==> config.mk <==
export PLATFORM = sky130hd
export DESIGN_NAME = rdi_ctrl_reg
export DESIGN_NICKNAME = d
export VERILOG_FILES = /design/src/rtl/rdi_pkg.sv /design/src/rtl/rdi_wr_path.sv /design/src/rtl/rdi_evt_sel.sv /design/src/rtl/rdi_flag.sv /design/src/rtl/rdi_ctrl_reg.sv
export SDC_FILE = /design/constraint.sdc
export NUM_CORES = 1
export LEC_CHECK = 0
export ABC_AREA = 1
export BUFFER_PORTS_ARGS = -buffer_cell sky130_fd_sc_hd__clkbuf_2
export CORE_AREA = 2 2 39 41
export DETAILED_ROUTE_END_ITERATION = 7
export DIE_AREA = 0 0 41 43
export PLACE_DENSITY_LB_ADDON = 0.1
export SLEW_MARGIN = 5
export SYNTH_ARGS = -nofsm -noshare
export SYNTH_HDL_FRONTEND = slang
export SYNTH_SLANG_ARGS = --single-unit
==> constraint.sdc <==
create_clock -name clk -period 1.55 [get_ports clk]
set_input_delay 0.465 -clock clk [delete_from_list [all_inputs] [get_ports clk]]
set_output_delay 0.465 -clock clk [all_outputs]
set_load 0.02 [all_outputs]
==> src/rtl/rdi_pkg.sv <==
package rdi_pkg;

  localparam int REG_W   = 8;
  localparam int SRC_W   = 3;
  localparam int NUM_EVT = (1 << SRC_W) - 1;

  // Source select codes; order is behaviour (code k picks event k-1).
  typedef enum logic [SRC_W-1:0] {
    SRC_NONE  = 3'd0,
    SRC_BNE   = 3'd1,
    SRC_BFULL = 3'd2,
    SRC_BLKA  = 3'd3,
    SRC_BLKB  = 3'd4,
    SRC_BLKD  = 3'd5,
    SRC_ANN   = 3'd6,
    SRC_ANNX  = 3'd7
  } rdi_src_e;

  // Register image, MSB first.
  typedef struct packed {
    logic             commit;
    logic             bne;
    logic             resync;
    logic             synced;
    logic [SRC_W-1:0] src;
    logic             flag;
  } rdi_reg_t;

  // Sources at or above block A need the decoder to be synchronized.
  function automatic logic src_needs_sync(input int unsigned code);
    return code >= int'(SRC_BLKA);
  endfunction

endpackage

==> src/rtl/rdi_wr_path.sv <==
module rdi_wr_path
  import rdi_pkg::*;
(
  input  logic             bus_wr_en,
  input  logic [REG_W-1:0] bus_wr_data,
  input  logic             ser_load,
  input  logic [REG_W-1:0] ser_word,
  input  logic [SRC_W-1:0] cur_src,
  output logic             wr_acc,
  output logic [SRC_W-1:0] nxt_src,
  output logic             src_chg,
  output logic             resync_req
);

  rdi_reg_t bus_w;
  rdi_reg_t ser_w;
  rdi_reg_t sel_w;
  logic     ser_acc;
  logic     unused_fields;

  always_comb begin
    bus_w      = rdi_reg_t'(bus_wr_data);
    ser_w      = rdi_reg_t'(ser_word);
    // serial words only count when the commit bit is set
    ser_acc    = ser_load && ser_w.commit;
    wr_acc     = bus_wr_en || ser_acc;
    // bus write wins over a serial word in the same cycle
    sel_w      = bus_wr_en ? bus_w : ser_w;
    nxt_src    = wr_acc ? sel_w.src : cur_src;
    src_chg    = wr_acc && (sel_w.src != cur_src);
    resync_req = wr_acc && sel_w.resync;
  end

  // read-only / status fields carry no write meaning
  assign unused_fields = ^{sel_w.commit, sel_w.bne, sel_w.synced, sel_w.flag};

endmodule

==> src/rtl/rdi_evt_sel.sv <==
module rdi_evt_sel
  import rdi_pkg::*;
(
  input  logic [NUM_EVT-1:0] evt_i,
  input  logic [SRC_W-1:0]   src,
  input  logic               synced,
  output logic               hit
);

  // qual[k] is the qualified event for source code k; code 0 never fires
  logic [NUM_EVT:0] qual;

  assign qual[0] = 1'b0;

  for (genvar g = 1; g <= NUM_EVT; g++) begin : g_src
    if (src_needs_sync(g)) begin : g_gated
      assign qual[g] = evt_i[g-1] && synced;
    end else begin : g_free
      assign qual[g] = evt_i[g-1];
    end
  end

  assign hit = qual[src];

endmodule

==> src/rtl/rdi_flag.sv <==
module rdi_flag (
  input  logic clk,
  input  logic rst_n,
  input  logic hit,
  input  logic src_chg,
  input  logic rd_clr,
  output logic flag
);

  // priority: source change clear > new event > read clear
  always_ff @(posedge clk) begin
    if (!rst_n)       flag <= 1'b0;
    else if (src_chg) flag <= 1'b0;
    else if (hit)     flag <= 1'b1;
    else if (rd_clr)  flag <= 1'b0;
  end

endmodule

==> src/rtl/rdi_ctrl_reg.sv <==
module rdi_ctrl_reg
  import rdi_pkg::*;
#(
  parameter int CNT_W = 6
) (
  input  logic                 clk,
  input  logic                 rst_n,
  input  logic                 reg_wr_en,
  input  logic [REG_W-1:0]     reg_wr_data,
  input  logic                 reg_rd_en,
  output logic [REG_W-1:0]     reg_rd_data,
  input  logic                 ser_load,
  input  logic [REG_W-1:0]     ser_word,
  input  logic [NUM_EVT-1:0]   evt_i,
  input  logic                 dec_synced,
  input  logic [CNT_W-1:0]     buf_count,
  output logic                 irq_n,
  output logic                 resync_pulse,
  output logic                 buf_addr_rst
);

  logic [SRC_W-1:0] src_q;
  logic [SRC_W-1:0] src_d;
  logic             wr_acc;
  logic             src_chg;
  logic             resync_req;
  logic             resync_q;
  logic             hit;
  logic             flag;
  rdi_reg_t         rd_img;

  rdi_wr_path u_wr (
    .bus_wr_en  (reg_wr_en),
    .bus_wr_data(reg_wr_data),
    .ser_load   (ser_load),
    .ser_word   (ser_word),
    .cur_src    (src_q),
    .wr_acc     (wr_acc),
    .nxt_src    (src_d),
    .src_chg    (src_chg),
    .resync_req (resync_req)
  );

  rdi_evt_sel u_sel (
    .evt_i (evt_i),
    .src   (src_q),
    .synced(dec_synced),
    .hit   (hit)
  );

  rdi_flag u_flag (
    .clk    (clk),
    .rst_n  (rst_n),
    .hit    (hit),
    .src_chg(src_chg),
    .rd_clr (reg_rd_en),
    .flag   (flag)
  );

  always_ff @(posedge clk) begin
    if (!rst_n) begin
      src_q    <= '0;
      resync_q <= 1'b0;
    end else begin
      src_q    <= src_d;
      resync_q <= resync_req;
    end
  end

  always_comb begin
    rd_img        = '0;
    rd_img.bne    = (buf_count != '0);
    rd_img.synced = dec_synced;
    rd_img.src    = src_q;
    rd_img.flag   = flag;
  end

  assign reg_rd_data  = rd_img;
  assign irq_n        = ~flag;
  assign resync_pulse = resync_q;
  assign buf_addr_rst = resync_q;

endmodule

# == Yosys cells after proc, flatten, opt, wreduce, memory -nomap -nowiden ==
# Cells that the tools add are included.
# totals
inputBits,35
output_inout_bits,11
word_cells,24
reg_bits,5
# classes
magnitude_cmp,1
n_eq_ne,1
bitwise,2
mux,5
n_reduce_logical,12
# op_table
cell,n
1-bit logical AND,8
6-bit 2-to-1 mux,1
6-bit nonzero test,1
"3-bit by 4-bit less-than comparator with 1-bit output, second input constant",1
1-bit binary-select mux with 3-bit select,1
1-bit 2-to-1 mux,3
3-bit inequality test,1
1-bit NOT,2
2-bit nonzero test,1
2-bit OR reduction,1
1-bit logical OR,1

# == Longest topological paths before layout ==
# depth
depth_word,4
depth_mapped,9
mapped_depth_nobuf,9

# == By module ==
# A second synthesis with hierarchy kept.
# hier_totals
cells_unflattened,94
area_unflattened_um2,513.0
# modules_own_cells
mod,area_each_um2,cells_per_inst,seq_area_each_um2,instances
rdi_wr_path,216.5,45,0.0,1
rdi_ctrl_reg,171.4,23,80.1,1
rdi_evt_sel,77.6,19,0.0,1
rdi_flag,47.5,7,20.0,1

# == Worst setup path after synthesis ==
# Ideal clock, no wire load.
# synth_path
path_type,input -> output
start,input port buf_count[3]
end,output port reg_rd_data[6]
setup_slack_ns,0.198
cell_stages,2
arrival_ns,0.887
t_required_ns,1.085
n_path_buf,0
cell_sequence,nor4_1 -> nand2_1
# synth_via
elab_chain_len,1
# synth_rtl
element,line_no,source
start: declaration,rdi_ctrl_reg.sv:16,"input logic [CNT_W-1:0] buf_count,"
6-bit nonzero test,rdi_ctrl_reg.sv:72,rd_img.bne = (buf_count != '0);
end: declaration,rdi_ctrl_reg.sv:11,"output logic [REG_W-1:0] reg_rd_data,"
# No other way between the ends.

# == Worst setup path in the final report ==
# layout_path
start,input port buf_count[2]
end,output port reg_rd_data[6]
# Same word-level chain as after synthesis.

==> run metrics <==
status=complete, no violations; total power=0.444 mW; Layout area overhead=53.1%; I/O pins=46; crit path launch type=primary input; fraction of layout cells with a size suffix above 1=39.3%; worst path buffer plus inverter count=2; Sw Pwr=0.142 mW; Worst R2R Start=src_q[0]$_SDFFE_PN0P_; area leader, netlist=nand2_1; post-route cell area=657 um2; CP Launch Point=buf_count[2]; Reg clk slew, reported paths=40 ps; P per Cell Area=675 nW/um2; Max Freq=0.664 GHz; Placed Area=603 um2; Starting Density=31.0%; clock sink total=5; Final Skew=0.839 ps; Post-synth ARST share=0%; LEAKAGE=0.395 nW; grt total ovfl=0; Final min period=1510 ps; syn avg cell area=5.36 um2; Internal Pwr Total=0.302 mW; Yosys cell types=13; ranking of synthesized cells by area=nand2_1 (27%), dfxtp_1 (23%), buf_4 (8.7%), nor2_1 (8.7%), nand3_1 (7.0%); clk buf depth=2; Worst setup endpoint=reg_rd_data[6]; initial antenna violation count=0; hold_sp=reg_wr_data[5]; Hold Crit Class=primary input to flop; DR vias=553; reg2reg end=u_flag.flag$_SDFFE_PP0P_; Multi-input gate area=273 um2; final worst-path cycle share=97.2%; combinational share of power=33.6%; row cnt=14; die area=1760 um2; Final nets=153; fin util=47.5%; pre-CTS setup slack=35.7 ps; MaxCap Viol Count=0; Routed WL per cell=7.95 um; Horiz. Die Dim=41 um; vias in the first global route=462; Sw Ratio=31.9%; Seq/Total Area, Yosys=23.3%; Worst Setup Path Type=primary input to output pin; post-CTS setup buffers=0; slowest library cell on the worst path=nor4_4; CTS tree=built; placed cell count=129; top-area cell type share of the netlist area=27.1%; GRT Total Usage=12.8%; Clock power frac=32.3%; Die Ht=43 um; Post-DP HPWL=882 um; GP Congestion=0.758; drt total wl=1.06 mm; slowest stage delay, CP=250 ps; top post-synthesis cells by count=nand2_1 (31), nor2_1 (10), inv_1 (8); DR DRC count=0; number of port buffers=36; max-slew violation count=0; setup violators final=0; worst endpoint required time=1080 ps; Synth Flop Type=dfxtp_1; largest net degree at the start of global routing=8; crit path cell chain=clkbuf_2, nor4_4, nand2_1, buf_6; setup ws final=44.2 ps; Cells after Synth=80; ANT nets after route=0; Worst-Skew Late Latency=230 ps; vias per cell=4.16; total clock buffers created by CTS=3; Yosys reg bits=5; WP depth=4; part of the power in registers=34.0%; first-pass GRT wire length=1.57 mm; root buffer cell=clkbuf_4; Yosys warnings=0; Synth Cell Area=429 um2; top-count cell post-synth=nand2_1; # H-tree levels=1; depth of the most critical reg-to-reg path=8; Pre-Repair DR Iteration Count=2; Critical Path Fanout Max=1; final hold viol count=0; Ant. Diodes=0; WP data arrival=1040 ps; Core Box Area=1380 um2; Starting DRT DRC Count=2; storage element area=100 um2; CP top delay family=simple AND/OR/NAND/NOR gates; number of synthesized flops with an enable pin=0; Peak VDD IR=230 uV; Fillers=158; flop-to-flop setup slack=340 ps; Non-Filler Instances=133; critical path endpoint category=output pin
worst min-delay path by stage:
stage,to,depth (start not counted)
floorplan,u_flag.flag$_SDFFE_PP0P_,2
global placement,src_q[0]$_SDFFE_PN0P_,2
detailed placement,src_q[0]$_SDFFE_PN0P_,2
CTS,buf_addr_rst$_SDFF_PN0_,3
global route,buf_addr_rst$_SDFF_PN0_,3
finish,buf_addr_rst$_SDFF_PN0_,3
cell families after synthesis:
group / share of synthesized area (%)
simple gates: 48.7
buf+inv: 17.5
compound gates: 9.62
flops: 23.3
other cells: 0.874
worst register-to-register path: stages, from the launching register on:
cell and delay [ps]:
dfxtp_1 430, inv_2 90, or2_2 270, nand2_1 70, nand2_1 50, nand2_1 50, nand2_1 50, nand2_1 50
nor2_1 40
final cells by class:
cell class	instances	area share (%)
clock buffer	4	4.00
inverter	10	5.71
multi-input combinational	61	41.5
sequential	5	15.2
tap	16	3.05
timing repair buffer	37	30.5
sequential cells by signal, indices dropped and copies added (netlist names):
name / cells
src_q: 3
buf_addr_rst: 1
u_flag.flag: 1
power groups by stage:
stage                     clock network, mW  logic [mW]  registers (mW)
after floorplan                           0      0.0830           0.160
after global placement                    0       0.143           0.153
after detailed placement                  0       0.144           0.153
after CTS                             0.151       0.144           0.151
after global routing                  0.159       0.171           0.153
final                                 0.143       0.149           0.151
through the flow:
stage / hold slack, ps / TNS, ps
after floorplan: 585 / 0
after global placement: 578 / 0
after detailed placement: 574 / 0
after CTS: 456 / 0
after global routing: 469 / -0.218
final: 462 / 0
layout by cell type, fill, tap and decap left out, types with 2 or more instances in the layout:
master and n:
dfxtp_1 5, clkbuf_2 34, conb_1 2, or2_2 3, buf_6 2, clkbuf_4 3
nand3_1 6, a21oi_1 4, inv_1 8, inv_2 2, nand2_1 31, nor2_1 10
o21ai_0 3
layer usage:
| metal | part of all wire [%] | track usage (%) | wire [um] |
|---|---|---|---|
| met5 | 0 | 0 | 0 |
| met4 | 0 | 10.0 | 0 |
| met3 | 5.8 | 0 | 61 |
| met2 | 50 | 20.0 | 530 |
| met1 | 44 | 15.7 | 467 |
repair_timing:
action                                  in CTS  in global routing
hold buffers                                 0                  0
resized for setup                            0                  6
endpoints found under the setup margin       0                  1
(Power assumes the default switching activity.)
